==> src/rtl/wdog_pkg.sv <==
package wdog_pkg;

  typedef enum logic [1:0] {
    REG_PRESET = 2'd0,
    REG_CTRL   = 2'd1,
    REG_ARM    = 2'd2,
    REG_EVENT  = 2'd3
  } wdog_reg_e;

  localparam int unsigned TB_SEC_BIT = 0;
  localparam int unsigned ARM_BIT    = 1;
  localparam int unsigned EVT_BIT    = 0;

endpackage

==> src/rtl/wdog_tick_gen.sv <==
module wdog_tick_gen #(
  parameter int unsigned CLKS_PER_SEC = 50000000,
  parameter int unsigned SECS_PER_MIN = 60
) (
  input  logic clk_i,
  input  logic rst_ni,
  input  logic restart_i,
  input  logic sec_base_i,
  output logic unit_tick_o
);

  localparam int unsigned PRE_W = (CLKS_PER_SEC > 1) ? $clog2(CLKS_PER_SEC) : 1;
  localparam int unsigned MIN_W = (SECS_PER_MIN > 1) ? $clog2(SECS_PER_MIN) : 1;
  localparam logic [PRE_W-1:0] PRE_LAST = PRE_W'(CLKS_PER_SEC - 1);
  localparam logic [MIN_W-1:0] MIN_LAST = MIN_W'(SECS_PER_MIN - 1);

  logic [PRE_W-1:0] pre_q, pre_d;
  logic [MIN_W-1:0] min_q, min_d;
  logic             sec_tick;
  logic             min_wrap;

  assign sec_tick = (pre_q == PRE_LAST);
  assign min_wrap = (min_q == MIN_LAST);

  always_comb begin
    pre_d = pre_q;
    min_d = min_q;
    if (restart_i) begin
      pre_d = '0;
      min_d = '0;
    end else begin
      pre_d = sec_tick ? '0 : pre_q + 1'b1;
      if (sec_tick) begin
        min_d = min_wrap ? '0 : min_q + 1'b1;
      end
    end
  end

  always_ff @(posedge clk_i or negedge rst_ni) begin
    if (!rst_ni) begin
      pre_q <= '0;
      min_q <= '0;
    end else begin
      pre_q <= pre_d;
      min_q <= min_d;
    end
  end

  assign unit_tick_o = sec_base_i ? sec_tick : (sec_tick && min_wrap);

  generate
    if (CLKS_PER_SEC > 1) begin : g_gap_chk
      assert_tick_gap_R8: assert property (@(posedge clk_i) disable iff (!rst_ni)
        unit_tick_o |=> !unit_tick_o);
    end
  endgenerate

endmodule

==> src/rtl/wdog_downcount.sv <==
module wdog_downcount #(
  parameter int unsigned CNT_W      = 8,
  parameter int unsigned DEF_PRESET = 60
) (
  input  logic             clk_i,
  input  logic             rst_ni,
  input  logic             load_i,
  input  logic [CNT_W-1:0] load_val_i,
  input  logic             unit_tick_i,
  output logic             expire_o
);

  localparam logic [CNT_W-1:0] CNT_ONE = CNT_W'(1);
  localparam logic [CNT_W-1:0] CNT_DEF = CNT_W'(DEF_PRESET);

  logic [CNT_W-1:0] cnt_q, cnt_d;
  logic             cnt_zero;

  assign cnt_zero = (cnt_q == '0);
  assign expire_o = !load_i && unit_tick_i && (cnt_q == CNT_ONE);

  always_comb begin
    cnt_d = cnt_q;
    if (load_i) begin
      cnt_d = load_val_i;
    end else if (unit_tick_i && !cnt_zero) begin
      cnt_d = cnt_q - 1'b1;
    end
  end

  always_ff @(posedge clk_i or negedge rst_ni) begin
    if (!rst_ni) begin
      cnt_q <= CNT_DEF;
    end else begin
      cnt_q <= cnt_d;
    end
  end

  assert_hold_zero_R9: assert property (@(posedge clk_i) disable iff (!rst_ni)
    (cnt_zero && !load_i) |=> (cnt_q == '0));

  assert_steady_between_units_R3: assert property (@(posedge clk_i) disable iff (!rst_ni)
    (!load_i && !unit_tick_i) |=> $stable(cnt_q));

  assert_no_expire_at_zero_R3: assert property (@(posedge clk_i) disable iff (!rst_ni)
    cnt_zero |-> !expire_o);

endmodule

==> src/rtl/wdog_evt_rst.sv <==
module wdog_evt_rst #(
  parameter int unsigned RST_PULSE = 16
) (
  input  logic clk_i,
  input  logic rst_ni,
  input  logic expire_i,
  input  logic clear_i,
  input  logic arm_i,
  output logic event_o,
  output logic rst_o
);

  localparam int unsigned PW = $clog2(RST_PULSE + 1);
  localparam logic [PW-1:0] PULSE_LEN = PW'(RST_PULSE);

  logic          evt_q, evt_d;
  logic [PW-1:0] pulse_q, pulse_d;
  logic          fire;

  assign fire = expire_i && !evt_q && arm_i;

  always_comb begin
    evt_d = evt_q;
    if (expire_i) begin
      evt_d = 1'b1;
    end else if (clear_i) begin
      evt_d = 1'b0;
    end
  end

  always_comb begin
    pulse_d = pulse_q;
    if (fire) begin
      pulse_d = PULSE_LEN;
    end else if (pulse_q != '0) begin
      pulse_d = pulse_q - 1'b1;
    end
  end

  always_ff @(posedge clk_i or negedge rst_ni) begin
    if (!rst_ni) begin
      evt_q   <= 1'b0;
      pulse_q <= '0;
    end else begin
      evt_q   <= evt_d;
      pulse_q <= pulse_d;
    end
  end

  assign event_o = evt_q;
  assign rst_o   = (pulse_q != '0);

  assert_rst_on_rise_R6: assert property (@(posedge clk_i) disable iff (!rst_ni)
    $rose(rst_o) |-> $rose(event_o));

  assert_set_on_expire_R5: assert property (@(posedge clk_i) disable iff (!rst_ni)
    expire_i |=> event_o);

  assert_clear_w1c_R5: assert property (@(posedge clk_i) disable iff (!rst_ni)
    (clear_i && !expire_i) |=> !event_o);

  assert_no_rst_flag_held_R7: assert property (@(posedge clk_i) disable iff (!rst_ni)
    event_o |=> !$rose(rst_o));

  assert_no_rst_unarmed_R7: assert property (@(posedge clk_i) disable iff (!rst_ni)
    !arm_i |=> !$rose(rst_o));

  generate
    if (RST_PULSE > 1) begin : g_width_chk
      assert_pulse_holds_R6: assert property (@(posedge clk_i) disable iff (!rst_ni)
        $rose(rst_o) |=> rst_o);
    end
  endgenerate

endmodule

==> src/rtl/wdog_gated.sv <==
module wdog_gated #(
  parameter int unsigned DATA_W       = 8,
  parameter int unsigned CLKS_PER_SEC = 50000000,
  parameter int unsigned SECS_PER_MIN = 60,
  parameter int unsigned RST_PULSE    = 16,
  parameter int unsigned DEF_PRESET   = 60,
  parameter bit          DEF_SEC_BASE = 1'b1
) (
  input  logic              clk_i,
  input  logic              rst_ni,
  input  logic              reg_we_i,
  input  logic [1:0]        reg_addr_i,
  input  logic [DATA_W-1:0] reg_wdata_i,
  output logic [DATA_W-1:0] reg_rdata_o,
  output logic              wdt_event_o,
  output logic              wdt_rst_o
);
  import wdog_pkg::*;

  localparam logic [DATA_W-1:0] PRESET_DEF = DATA_W'(DEF_PRESET);

  logic [1:0]        rst_sync_q;
  logic              rst_int_n;
  wdog_reg_e         addr_e;
  logic              wr_preset, wr_ctrl, wr_arm, wr_event;
  logic [DATA_W-1:0] preset_q, preset_d;
  logic              sec_base_q, sec_base_d;
  logic              arm_q, arm_d;
  logic              unit_tick;
  logic              expire;
  logic              evt_clear;

  always_ff @(posedge clk_i or negedge rst_ni) begin
    if (!rst_ni) begin
      rst_sync_q <= 2'b00;
    end else begin
      rst_sync_q <= {rst_sync_q[0], 1'b1};
    end
  end
  assign rst_int_n = rst_sync_q[1];

  assign addr_e    = wdog_reg_e'(reg_addr_i);
  assign wr_preset = reg_we_i && (addr_e == REG_PRESET);
  assign wr_ctrl   = reg_we_i && (addr_e == REG_CTRL);
  assign wr_arm    = reg_we_i && (addr_e == REG_ARM);
  assign wr_event  = reg_we_i && (addr_e == REG_EVENT);
  assign evt_clear = wr_event && reg_wdata_i[EVT_BIT];

  always_comb begin
    preset_d   = preset_q;
    sec_base_d = sec_base_q;
    arm_d      = arm_q;
    if (wr_preset) preset_d   = reg_wdata_i;
    if (wr_ctrl)   sec_base_d = reg_wdata_i[TB_SEC_BIT];
    if (wr_arm)    arm_d      = reg_wdata_i[ARM_BIT];
  end

  always_ff @(posedge clk_i or negedge rst_int_n) begin
    if (!rst_int_n) begin
      preset_q   <= PRESET_DEF;
      sec_base_q <= DEF_SEC_BASE;
      arm_q      <= 1'b0;
    end else begin
      preset_q   <= preset_d;
      sec_base_q <= sec_base_d;
      arm_q      <= arm_d;
    end
  end

  always_comb begin
    reg_rdata_o = '0;
    unique case (addr_e)
      REG_PRESET: reg_rdata_o             = preset_q;
      REG_CTRL:   reg_rdata_o[TB_SEC_BIT] = sec_base_q;
      REG_ARM:    reg_rdata_o[ARM_BIT]    = arm_q;
      REG_EVENT:  reg_rdata_o[EVT_BIT]    = wdt_event_o;
      default:    reg_rdata_o             = '0;
    endcase
  end

  wdog_tick_gen #(
    .CLKS_PER_SEC (CLKS_PER_SEC),
    .SECS_PER_MIN (SECS_PER_MIN)
  ) u_tick (
    .clk_i       (clk_i),
    .rst_ni      (rst_int_n),
    .restart_i   (wr_preset),
    .sec_base_i  (sec_base_q),
    .unit_tick_o (unit_tick)
  );

  wdog_downcount #(
    .CNT_W      (DATA_W),
    .DEF_PRESET (DEF_PRESET)
  ) u_count (
    .clk_i       (clk_i),
    .rst_ni      (rst_int_n),
    .load_i      (wr_preset),
    .load_val_i  (reg_wdata_i),
    .unit_tick_i (unit_tick),
    .expire_o    (expire)
  );

  wdog_evt_rst #(
    .RST_PULSE (RST_PULSE)
  ) u_evt (
    .clk_i    (clk_i),
    .rst_ni   (rst_int_n),
    .expire_i (expire),
    .clear_i  (evt_clear),
    .arm_i    (arm_q),
    .event_o  (wdt_event_o),
    .rst_o    (wdt_rst_o)
  );

  assert_preset_readback_R1: assert property (@(posedge clk_i) disable iff (!rst_int_n)
    wr_preset |=> (preset_q == $past(reg_wdata_i)));

  assert_expire_unit_aligned_R2: assert property (@(posedge clk_i) disable iff (!rst_int_n)
    wr_preset |-> !expire);

endmodule

==> config.mk <==
export PLATFORM = sky130hd
export DESIGN_NAME = wdog_gated
export DESIGN_NICKNAME = d
export VERILOG_FILES = /design/src/rtl/wdog_pkg.sv /design/src/rtl/wdog_tick_gen.sv /design/src/rtl/wdog_downcount.sv /design/src/rtl/wdog_evt_rst.sv /design/src/rtl/wdog_gated.sv
export SDC_FILE = /design/constraint.sdc
export NUM_CORES = 1
export LEC_CHECK = 0
export ABC_CLOCK_PERIOD_IN_PS = 2200
export BUFFER_PORTS_ARGS = -buffer_cell sky130_fd_sc_hd__buf_4
export CAP_MARGIN = 0
export CORE_ASPECT_RATIO = 1.5
export CORE_UTILIZATION = 60
export DETAILED_ROUTE_END_ITERATION = 8
export PLACE_DENSITY_LB_ADDON = 0.1
export SYNTH_ARGS = -nofsm -noshare
export SYNTH_HDL_FRONTEND = slang
export SYNTH_SLANG_ARGS = --single-unit
==> constraint.sdc <==
create_clock -name clk_i -period 2.2 [get_ports clk_i]
set_input_delay 0.11 -clock clk_i [delete_from_list [all_inputs] [get_ports clk_i]]
set_output_delay 0.11 -clock clk_i [all_outputs]
set_load 0.03 [all_outputs]
* Word level (Yosys, flattened, before mapping) *
Index checks and enable logic that the tools add are counted.

operators by class
  reduce and logical (&&, ||, !) cells = 21
  equal/unequal tests = 6
  add/subtract/negate cells = 4
  muxes and demuxes = 15

operators by type and width
  operator                                                            count
  26-bit two-way mux                                                  2
  26-bit by 1-bit adder with 26-bit output, second input constant     1
  26-bit == test, second input constant                               1
  6-bit two-way mux                                                   4
  8-bit two-way mux                                                   2
  1-bit logical AND                                                   11
  5-bit two-way mux                                                   2
  8-bit by 1-bit == test with 1-bit output, second input constant     1
  8-bit zero test                                                     1
  2-bit nonzero test                                                  4
  8-bit by 1-bit subtractor with 8-bit output, second input constant  1
  6-bit by 1-bit adder with 6-bit output, second input constant       1
  6-bit == test, second input constant                                1
  5-bit nonzero test                                                  1
  5-bit by 1-bit subtractor with 5-bit output, second input constant  1
  2-bit == test, second input constant                                2
  1-bit zero test                                                     3
  1-bit two-way mux                                                   3
  1-bit one-hot mux with 3 select lines                               1
  2-bit by 1-bit == test with 1-bit output, second input constant     1
  2-bit zero test                                                     1
  1-bit one-hot mux with 2 select lines                               1

word-level totals
  input port bits = 13
  flip-flop bits (word level) = 58
  logic and storage cells = 55

* Depth between registers and ports, before layout *
  depth after elaboration = 8
  gate-level depth with buffers = 9
  mapped depth without buffers = 7

* Cells and area by module *
Synthesis repeated with hierarchy kept, for this count alone.

second synthesis, totals
  cells, all modules = 334
  area, all modules = 3324.4 um^2

by module, submodules not included
  module          times used  cells an instance  seq. area each (um^2)  area an instance (um^2)
  wdog_tick_gen   1           192                800.8                  1810.5
  wdog_downcount  1           70                 205.2                  614.3
  wdog_gated      1           42                 306.5                  591.8
  wdog_evt_rst    1           30                 150.1                  307.8

* Worst setup path after synthesis *
Ideal clock, no wire load.

  kind = register -> register
  from = register u_tick.pre_q[0]
  to = register u_count.cnt_q[3]
  path buffers = 2
  arrival = 1896 ps
  cell stages (with the launch flop) = 9
  path slack = 240 ps
  cells stage by stage = dfrtp_1 > ha_1 > and4_1 > buf_4 > and4bb_4 > nand4_4 > buf_6 > or4_1 > nand3_1

between the ends
  longest elaborated chain between the ends = 5

ends and longest elaborated chain
  item                            line                  source
  start: declaration              wdog_tick_gen.sv:17   logic [PRE_W-1:0] pre_q, pre_d;
  start signal: assignment        wdog_tick_gen.sv:44   pre_q <= pre_d;
  26-bit == test *                wdog_tick_gen.sv:22   assign sec_tick = (pre_q == PRE_LAST);
  1-bit logical AND               wdog_tick_gen.sv:49   assign unit_tick_o = sec_base_i ? sec_tick : (sec_tick && min_wrap);
  1-bit two-way mux *             wdog_tick_gen.sv:49
  1-bit logical AND *             wdog_downcount.sv:26  end else if (unit_tick_i && !cnt_zero) begin
  2-bit nonzero test (no line) *  -
  end signal: assignment          wdog_downcount.sv:35  cnt_q <= cnt_d;
  end: declaration                wdog_downcount.sv:16  logic [CNT_W-1:0] cnt_q, cnt_d;

Every way passes the cells marked *; elsewhere a longest branch is shown, timed or not.
A chain may end at the register's enable or synchronous reset.

* Worst setup path in the final report *
  from = register u_count.cnt_q[0]
  to = register u_count.cnt_q[5]

between the ends
  longest elaborated chain between the ends = 4
  elaborated cells between the ends (all ways) = 7
  classes of those cells = 1 x add/sub; 2 x mux; 4 x reduce/logical

ends and longest elaborated chain
  item
  branches (longest 4 deep; another with 8-bit by 1-bit subtractor with 8-bit output)

Several ways; the timed one is not identified. The select of a mux whose other input is x is not followed.

==> metrics.md <==
| Metric | Value |
|---|---|
| Status | completed |
| First-pass GRT wire length | 10,700 um |
| Synthesized Nets | 340 |
| Max stage delay cell, worst path | or4_1 |
| Worst Tran Pin Value | 0.494 ns |
| TritonRoute pass-1 iters | 4 |
| ANT nets after route | 0 |
| Max-Cap Viols | 0 |
| Row cnt | 31 |
| Sink Count | 58 |
| Final min period | 2.09 ns |
| YS warnings | 0 |
| Die Y | 89.3 um |
| Top FF cell, synth | dfrtp_1 |
| Cells after Synth | 321 |
| Worst-case clock skew | 0.00818 ns |
| Seq/Total Area, Yosys | 48.0% |
| Post-DP HPWL | 4560 um |
| All-Layer GR Usage | 27.3% |
| Vias per cell | 5.75 |
| Final wirelength | 6540 um |
| I/O Pins | 23 |
| IO Port Bufs | 22 |
| TritonCTS buffer count | 9 |
| Antenna violations before repair | 0 |
| Initial Util | 62.9% |
| RSZ-0062 raised after global routing | false |
| Crit. End Element | flop |
| Resized Gates After CTS | 0 |
| Startpoint types | flop |
| Pleak | 1.62 nW |
| Ys async rst share | 100% |
| CP dominant cell by count | or4_1 |
| Hold WC Path Type | input port to flop |
| 1st-iter DRT viols | 116 |
| Maximum fanout along the worst path | 5 |
| Slew margin rel. | 66.8% |
| Worst-Skew Late Latency | 0.34 ns |
| Most common cell after layout, fill and taps aside | nor2_1 |
| Cell family with most CP delay | simple AND/OR/NAND/NOR gates |
| Cell Area, Synth | 3050 um2 |
| P per Cell Area | 735 nW/um2 |
| Die area | 5370 um2 |
| GPL Wtd Cong | 0.813 |
| Vias in the first global route | 2,422 |
| Core Util, Final | 74.0% |
| Placed Area | 3320 um2 |
| Clock Tree Root | clkbuf_8 |
| Clock Tree Buf Depth | 2 |
| CTS tree | done |
| Drt wl/cell | 15.2 um |
| Post-route cell area | 3590 um2 |
| Crit Path Category | flop to flop |
| Worst-path cell chain | inv_1 > ha_1 > nor3b_1 > and2_1 > or4_1 > or4_1 > nand3_1 |
| Via count | 2,465 |
| CTS clk-pin slew, worst paths | 0.07 ns |
| Final period util | 95.0% |
| Commonest cells after routing, fill and taps aside | 49 x nor2_1, 48 x dfrtp_1, 37 x nand2_1 |
| Worst VDD drop | 588 uV |
| Critical path arrival | 2.37 ns |
| Largest net degree at the start of global routing | 27 |
| Htree depth | 3 |
| Total negative slack | 0 ns |
| Worst path buffer plus inverter count | 1 |
| FF+latch count, synth | 58 |
| Number of diodes | 0 |
| Die Wd | 60.2 um |
| Layout Nets | 377 |
| P&R area growth vs syn | 17.7% |
| Library cells used by synthesis | 48 |
| Share of cells above drive strength 1 | 18.2% |
| Delay of the slowest critical-path stage | 0.42 ns |
| Hold Fails Final Rpt | 0 |
| Achievable Freq | 479 MHz |
| Setup-failing EPs final | 0 |
| GRT overflow | 0 |
| Number of synthesized flops with an enable pin | 0 |
| Core area | 4850 um2 |
| DRC | 0 |
| Required time worst endpoint | 2.48 ns |
| Avg Inst Size Synth | 9.50 um2 |
| Max-slew violation count | 0 |
timing repair:
item,4_1_cts,5_1_grt
hold endpoints to repair,9,0
endpoints found under the setup margin,0,0
buffers inserted,0,0
hold buffers,6,0
kinds of logic after synthesis:
group | share of synthesized area (%)
flops | 48.0
buf+inv | 3.20
other cells | 0.123
simple gates | 31.2
xor+xnor | 8.33
fa+ha+maj | 2.46
mux | 1.72
compound gates | 4.93
metal layers:
| layer | global-route usage (%) | routed length (um) |
|---|---|---|
| met3 | 5.93 | 262 |
| met5 | 0 | 0 |
| met4 | 17.8 | 254 |
| met1 | 29.9 | 2680 |
| met2 | 46.4 | 3340 |
layout make-up:
| type | count | area [um2] |
|---|---|---|
| multi-input combinational | 242 | 1490 |
| inverter | 8 | 30.0 |
| timing repair buffer | 39 | 320 |
| sequential | 58 | 1460 |
| fill | 364 | 1260 |
| tap | 66 | 82.6 |
| clock inverter | 5 | 52.6 |
| clock buffer | 11 | 151 |
stage by stage:
stage / setup slack [ns] / instances / hold WS [ns] / total power, W
after global placement: 0.196 / 407 / -0.108 / 0.00162
after floorplan: 0.240 / 321 / -0.186 / 0.00151
final: 0.111 / 429 / 0.0135 / 0.00264
after detailed placement: 0.138 / 407 / -0.105 / 0.00163
after global routing: 0.00475 / 429 / 0.0175 / 0.00276
after CTS: 0.121 / 429 / 0.00930 / 0.00265
Yosys cell counts, types with 6 or more instances:
cell type  number  area (um2)
nor2_1         49         184
xnor2_1        21         184
dfrtp_1        49        1230
or3_1           6        37.5
nand3_1        23         115
xor2_1          8        70.1
a21oi_1         6        30.0
ha_1            6        75.1
o21ai_0         6        30.0
nor3_1          8        40.0
nand4_1         8        50.1
and4_1          6        52.6
or4_1           6        45.0
nand2_1        37         139
nor4_1          6        37.5
dfstp_2         9         236
inv_1           8        30.0
and2_1          8        50.1
worst paths after layout:
kind                                         startpoint                            to  slack, ns  cells past startpoint
max in group asynchronous       rst_sync_q[1]$_DFF_PN0_        sec_base_q$_DFFE_PN1P_       1.33                      1
setup reg to reg           u_count.cnt_q[0]$_DFFE_PN0P_  u_count.cnt_q[5]$_DFFE_PN1P_       0.11                      7
min in group asynchronous                        rst_ni       rst_sync_q[0]$_DFF_PN0_       0.07                      2
setup / recovery           u_count.cnt_q[0]$_DFFE_PN0P_  u_count.cnt_q[5]$_DFFE_PN1P_       0.11                      7
hold / removal                           reg_wdata_i[4]  u_count.cnt_q[4]$_DFFE_PN1P_       0.01                      3
hold reg to reg                 rst_sync_q[1]$_DFF_PN0_       preset_q[7]$_DFFE_PN0P_       0.17                      0
tightest hold or removal path, delay by kind of cell:
family	cells	cell delay [ns]
AND/OR/NAND/NOR	2	0.13
buffers and inverters	1	0.08
where the power goes:
group	switching, W	internal [W]
clock	0.000433	0.000578
combinational	0.000190	0.000159
sequential	0.0000952	0.00118
state kept, by name, indices dropped and copies added, names as in the netlist:
| signal | cells |
|---|---|
| u_evt.event_o | 1 |
| u_count.cnt_q | 8 |
| u_evt.pulse_q | 5 |
| sec_base_q | 1 |
| preset_q | 8 |
| u_tick.pre_q | 26 |
| arm_q | 1 |
| u_tick.min_q | 6 |
| rst_sync_q | 2 |
Power figures use the tool's default switching activity.
